## config.mk

```make
export PLATFORM = sky130hd
export DESIGN_NAME = clkpwr_guard
export DESIGN_NICKNAME = d
export VERILOG_FILES = /design/src/rtl/ckg_pkg.sv /design/src/rtl/ckg_keylock.sv /design/src/rtl/ckg_ctrlreg.sv /design/src/rtl/ckg_divgen.sv /design/src/rtl/clkpwr_guard.sv
export SDC_FILE = /design/constraint.sdc
export NUM_CORES = 1
export LEC_CHECK = 0
export BUFFER_PORTS_ARGS = -buffer_cell sky130_fd_sc_hd__buf_2
export CAP_MARGIN = 25
export CELL_PAD_IN_SITES_DETAIL_PLACEMENT = 2
export CELL_PAD_IN_SITES_GLOBAL_PLACEMENT = 2
export CORE_UTILIZATION = 31
export CTS_BUF_LIST = sky130_fd_sc_hd__clkbuf_8
export DETAILED_ROUTE_END_ITERATION = 10
export PLACE_DENSITY = 0.81
export SYNTH_ARGS = -nofsm -noshare
export SYNTH_HDL_FRONTEND = slang
export SYNTH_SLANG_ARGS = --single-unit
```

## constraint.sdc

```tcl
create_clock -name clk -period 1.4 [get_ports clk]
set_clock_uncertainty 0.1 [all_clocks]
set_input_delay 0.21 -clock clk [delete_from_list [all_inputs] [get_ports clk]]
set_output_delay 0.21 -clock clk [all_outputs]
set_load 0.01 [all_outputs]
```

## src/rtl/ckg_pkg.sv

```systemverilog
package ckg_pkg;
  localparam int BYTE_W = 8;
  localparam int CODE_W = 2;

  typedef enum logic {
    SEL_CTRL = 1'b0,
    SEL_KEY  = 1'b1
  } reg_sel_e;

  typedef struct packed {
    logic             rsv_hi;
    logic             psc_run;
    logic [CODE_W-1:0] div;
    logic             rsv_lo;
    logic             cpu_sel;
    logic             osc_hi;
    logic             osc_lo;
  } ctrl_t;

  localparam ctrl_t CTRL_RST = '{rsv_hi: 1'b0, psc_run: 1'b1, div: '0,
                                 rsv_lo: 1'b0, cpu_sel: 1'b1,
                                 osc_hi: 1'b1, osc_lo: 1'b1};
endpackage

```

## src/rtl/ckg_keylock.sv

```systemverilog
module ckg_keylock #(
  parameter int          W   = 8,
  parameter logic [W-1:0] KEY = 8'h96
) (
  input  logic         clk,
  input  logic         rst_n,
  input  logic         wr_key,
  input  logic [W-1:0] wdata,
  output logic [W-1:0] key_q,
  output logic         unlocked
);
  always_ff @(posedge clk or negedge rst_n) begin
    if (!rst_n)      key_q <= '0;
    else if (wr_key) key_q <= wdata;
  end

  assign unlocked = (key_q == KEY);
endmodule

```

## src/rtl/ckg_ctrlreg.sv

```systemverilog
module ckg_ctrlreg
  import ckg_pkg::*;
(
  input  logic              clk,
  input  logic              rst_n,
  input  logic              wr_ctrl,
  input  logic              unlocked,
  input  logic [BYTE_W-1:0] wdata,
  output ctrl_t             ctrl_q,
  output logic              wr_reject,
  output logic              sel_reject
);
  ctrl_t req;
  ctrl_t nxt;
  logic  target_on;
  logic  sel_bad;

  always_comb begin
    req        = ctrl_t'(wdata);
    req.rsv_lo = 1'b0;
    req.rsv_hi = 1'b0;
    target_on  = req.cpu_sel ? req.osc_hi : req.osc_lo;
    sel_bad    = (req.cpu_sel != ctrl_q.cpu_sel) && !target_on;
    nxt        = req;
    if (sel_bad) nxt.cpu_sel = ctrl_q.cpu_sel;
  end

  always_ff @(posedge clk or negedge rst_n) begin
    if (!rst_n) begin
      ctrl_q     <= CTRL_RST;
      wr_reject  <= 1'b0;
      sel_reject <= 1'b0;
    end else begin
      if (wr_ctrl && unlocked) ctrl_q <= nxt;
      wr_reject  <= wr_ctrl && !unlocked;
      sel_reject <= wr_ctrl && unlocked && sel_bad;
    end
  end
endmodule

```

## src/rtl/ckg_divgen.sv

```systemverilog
module ckg_divgen #(
  parameter int CODE_W = 2
) (
  input  logic              clk,
  input  logic              rst_n,
  input  logic [CODE_W-1:0] code,
  output logic              tick
);
  localparam int CNT_W = (1 << CODE_W) - 1;

  logic [CNT_W-1:0] cnt;
  logic [CNT_W-1:0] mask;

  always_ff @(posedge clk or negedge rst_n) begin
    if (!rst_n) cnt <= '0;
    else        cnt <= cnt + 1'b1;
  end

  always_comb begin
    for (int i = 0; i < CNT_W; i++) mask[i] = (i < int'(code));
  end

  assign tick = ((cnt & mask) == '0);
endmodule

```

## src/rtl/clkpwr_guard.sv

```systemverilog
module clkpwr_guard
  import ckg_pkg::*;
#(
  parameter logic [BYTE_W-1:0] UNLOCK_KEY = 8'h96
) (
  input  logic              clk,
  input  logic              rst_n,
  input  logic              wr_en,
  input  logic              addr,
  input  logic [BYTE_W-1:0] wdata,
  output logic [BYTE_W-1:0] rdata,
  output logic              prescaler_run,
  output logic              cpu_sel_hi,
  output logic              osc_hi_en,
  output logic              osc_lo_en,
  output logic              sysclk_en,
  output logic              wr_reject,
  output logic              sel_reject
);
  logic [BYTE_W-1:0] key_q;
  logic              unlocked;
  ctrl_t             ctrl_q;
  logic [CODE_W-1:0] div_code;
  logic              wr_key;
  logic              wr_ctrl;

  assign wr_key  = wr_en && (reg_sel_e'(addr) == SEL_KEY);
  assign wr_ctrl = wr_en && (reg_sel_e'(addr) == SEL_CTRL);

  ckg_keylock #(.W(BYTE_W), .KEY(UNLOCK_KEY)) u_lock (
    .clk(clk), .rst_n(rst_n), .wr_key(wr_key), .wdata(wdata),
    .key_q(key_q), .unlocked(unlocked)
  );

  ckg_ctrlreg u_ctrl (
    .clk(clk), .rst_n(rst_n), .wr_ctrl(wr_ctrl), .unlocked(unlocked),
    .wdata(wdata), .ctrl_q(ctrl_q), .wr_reject(wr_reject),
    .sel_reject(sel_reject)
  );

  assign div_code = ctrl_q.div;

  ckg_divgen #(.CODE_W(CODE_W)) u_div (
    .clk(clk), .rst_n(rst_n), .code(div_code), .tick(sysclk_en)
  );

  assign rdata         = (reg_sel_e'(addr) == SEL_KEY) ? key_q : BYTE_W'(ctrl_q);
  assign prescaler_run = ctrl_q.psc_run;
  assign cpu_sel_hi    = ctrl_q.cpu_sel;
  assign osc_hi_en     = ctrl_q.osc_hi;
  assign osc_lo_en     = ctrl_q.osc_lo;
endmodule

```

==> impl_metrics.yaml <==
critical_path:
  crit_path_max_incr_delay_ns: 0.40
  ff2ff_path_depth: 3
  endpoint_kind: "flip-flop"
  r2r_end: "u_ctrl.ctrl_q[4]"
  timing.rr.start: "u_lock.key_q[0]"
  worstSetupPathType: "reg -> reg"
  rrSetupSlack_ns: -0.04
  path_cells: "and4bb_2 -> nand3_4 -> mux2_4"
  crit_path_max_fanout: 6
  cpMaxStageDelayCell: "dfrtp_1"
  critical_path_arrival_ns: 1.50
  worstSetupStartpointType: "flip-flop"
  cp_data_required_time_ns: 1.45
floorplanning:
  core_area_um2: 2758
  die_w_um: 55.83
  rows: 19
  die-area_um2: 3117
  io_pins: 27
  initial_core_util: 0.3258
  die_h_um: 55.83
sta:
  min_period_ns: 1.444
  hold_viol_final: 0
  max_freq_mhz: 692.3
  slew-limit-headroom: 0.7103
  worstMarginPinSlew_ns: 0.4345
  slew_violations: 0
  fin_hold_ws_ns: 0.07829
  period_share: 1.032
  setup_viol_count_final: 6
  finalWorstSetupSlack_ns: -0.04439
  grt_setup_unrepaired: "yes"
run_status:
  outcome: "complete, but fails checks"
  violations: "setup timing"
grt:
  track_usage: 0.1596
  antenna_found_initial: 0
  grt_pass1_wl_mm: 3.622
  grt_max_degree: 20
  first_global_vias: 717
  overflow: 0
place:
  port_buffers: 26
  place.detailed.hpwl_mm: 1.493
  globalplace.congestion: 0.6916
  placed_cell_area_um2: 1075
clocking:
  cts_buffer_depth: 2
  root_buffer: "clkbuf_8"
  clkSlewWorstSetupHoldPaths_ns: 0.08
  clkLatencyLatePin_ns: 0.27
  cts_sinks: 19
  htreeDepth: 1
  numCtsBuffers: 3
  cts_tree: "yes"
detailed_routing:
  first_iter_violations: 1
  wl_mm: 2.371
  firstDrtPassIters: 3
  drc: 0
  routedWlPerCell_um: 17.43
  ant_nets: 0
  viasPerCell: 4.824
  vias: 656
yosys:
  netlist.area_leader.share: 0.4178
  post_synth_num_cell_types: 22
  ys_seq_elements: 19
  ys_top_cells_by_area: "dfrtp_1 42%, mux2_2 18%, dfstp_2 12%"
  synth_edf_count: 0
  async_flop_share: 1.000
  synthCells: 63
  syn-cell-area_um2: 898.4
  yosysTopAreaCell: "dfrtp_1"
  yosysWarningCount: 0
  ys_seq_area_frac: 0.5348
  yosysMostFrequentCell: "dfrtp_1"
  synth_common_cells: "15 x dfrtp_1, 14 x mux2_2, 5 x mux2_4"
  synth_nets: 76
  postSynthAreaPerCell_um2: 14.26
  synth_flop_cell: "dfrtp_1"
pwr:
  powerDensity_nw_per_um2: 1040
  ir_worst_vdd_uv: 520.4
  leakage_nw: 0.6429
layout:
  area_growth_pct: 39.97
  final_nets: 119
  drive_gt1_frac: 0.6952
  diodes: 0
  stdcell_area_um2: 1257
min_path:
  hold_end: "u_lock.key_q[7]"
  hp-start: "wdata[7]"
  min_path_type: "in -> reg"
  whs_path_depth: 2
run:
  maxCapViolations: 0
==> kinds of logic (layout without fill, tap and decap cells) <==
kind of cell,count (synthesis),after routing,synth area share
AO/OA/AOI/OAI,4,4,0.02925
XOR/XNOR,1,1,0.009751
adder cells (fa/ha/maj),1,1,0.01393
buffers and inverters,2,44,0.01253
flip-flops,19,19,0.5348
multiplexers,19,19,0.2590
AND/OR/NAND/NOR,17,17,0.1407
==> sequential cells by signal, summed over array words and instances, names as in the netlist <==
signal             count
u_ctrl.wr_reject       1
u_div.cnt              3
u_ctrl.ctrl_q          6
u_lock.key_q           8
u_ctrl.sel_reject      1
==> layout by cell type, fill, tap and decap left out, types with 2 or more instances in the layout <==
master / Yosys / routed
buf_2: 0 / 21
dfrtp_1: 15 / 15
mux2_2: 14 / 12
buf_4: 1 / 12
mux2_4: 5 / 7
buf_6: 0 / 5
nor2_1: 4 / 4
dfstp_2: 4 / 4
clkbuf_8: 0 / 3
and4bb_2: 2 / 2
nand2_1: 2 / 2
==> stage by stage <==
stage / TNS [ns] / power (mW) / worst slack [ns] / cells / utilization
global placement: 0 / 0.8438 / 0.01322 / 121 / 0.3897
detailed placement: -0.05517 / 0.8530 / -0.02930 / 121 / 0.3897
global route: -0.6909 / 1.370 / -0.09334 / 136 / 0.4560
floorplan: 0 / 0.7600 / 0.05319 / 63 / -
finish: -0.1654 / 1.307 / -0.04439 / 136 / 0.4560
CTS: -0.1682 / 1.302 / -0.04589 / 134 / 0.4415
==> critical path: cells and delay by family (launching register included) <==
kind | cells | cell delay [ns]
muxes | 1 | 0.33
and+or+nand+nor | 2 | 0.50
DFF | 1 | 0.40
==> where the power goes <==
part	internal, mW	switching, mW	leakage, nW
clock	0.199	0.208	0.0255
combinational	0.159	0.110	0.390
sequential	0.598	0.0342	0.228
total	0.956	0.352	0.643
==> worst max path at each step <==
stage               slack [ns]             from          endpoint  depth (start not counted)
floorplan                 0.05  u_lock.key_q[3]  u_ctrl.ctrl_q[4]                          3
global placement          0.01  u_lock.key_q[6]  u_ctrl.ctrl_q[5]                          3
detailed placement       -0.03  u_lock.key_q[0]  u_ctrl.ctrl_q[5]                          3
CTS                      -0.05  u_lock.key_q[0]  u_ctrl.ctrl_q[4]                          3
global route             -0.09  u_lock.key_q[0]  u_ctrl.ctrl_q[4]                          3
finish                   -0.04  u_lock.key_q[0]  u_ctrl.ctrl_q[4]                          3
==> routing by layer <==
layer  part of all wire  global-route usage
met1               0.39              0.1955
met2               0.55              0.2616
met3              0.038             0.03721
met4              0.021             0.08362
met5                  0                   0
==> timing repair <==
item	CTS	global route
hold endpoints to repair	15	0
hold buffers	1	0
pin swaps	4	3
setup buffers	8	2
setup endpoints to repair	11	14
gates resized for setup	5	5
==> layout make-up <==
class	count	area (um2)
clock inverters	1	5.005
flip-flops and latches	19	480.5
well taps	31	38.79
fillers	287	1500
multi-input cells	42	426.7
inverters	1	3.754
clock buffers	3	41.29
repair buffers	39	261.5
No activity file was read; power rests on OpenSTA's default activity.
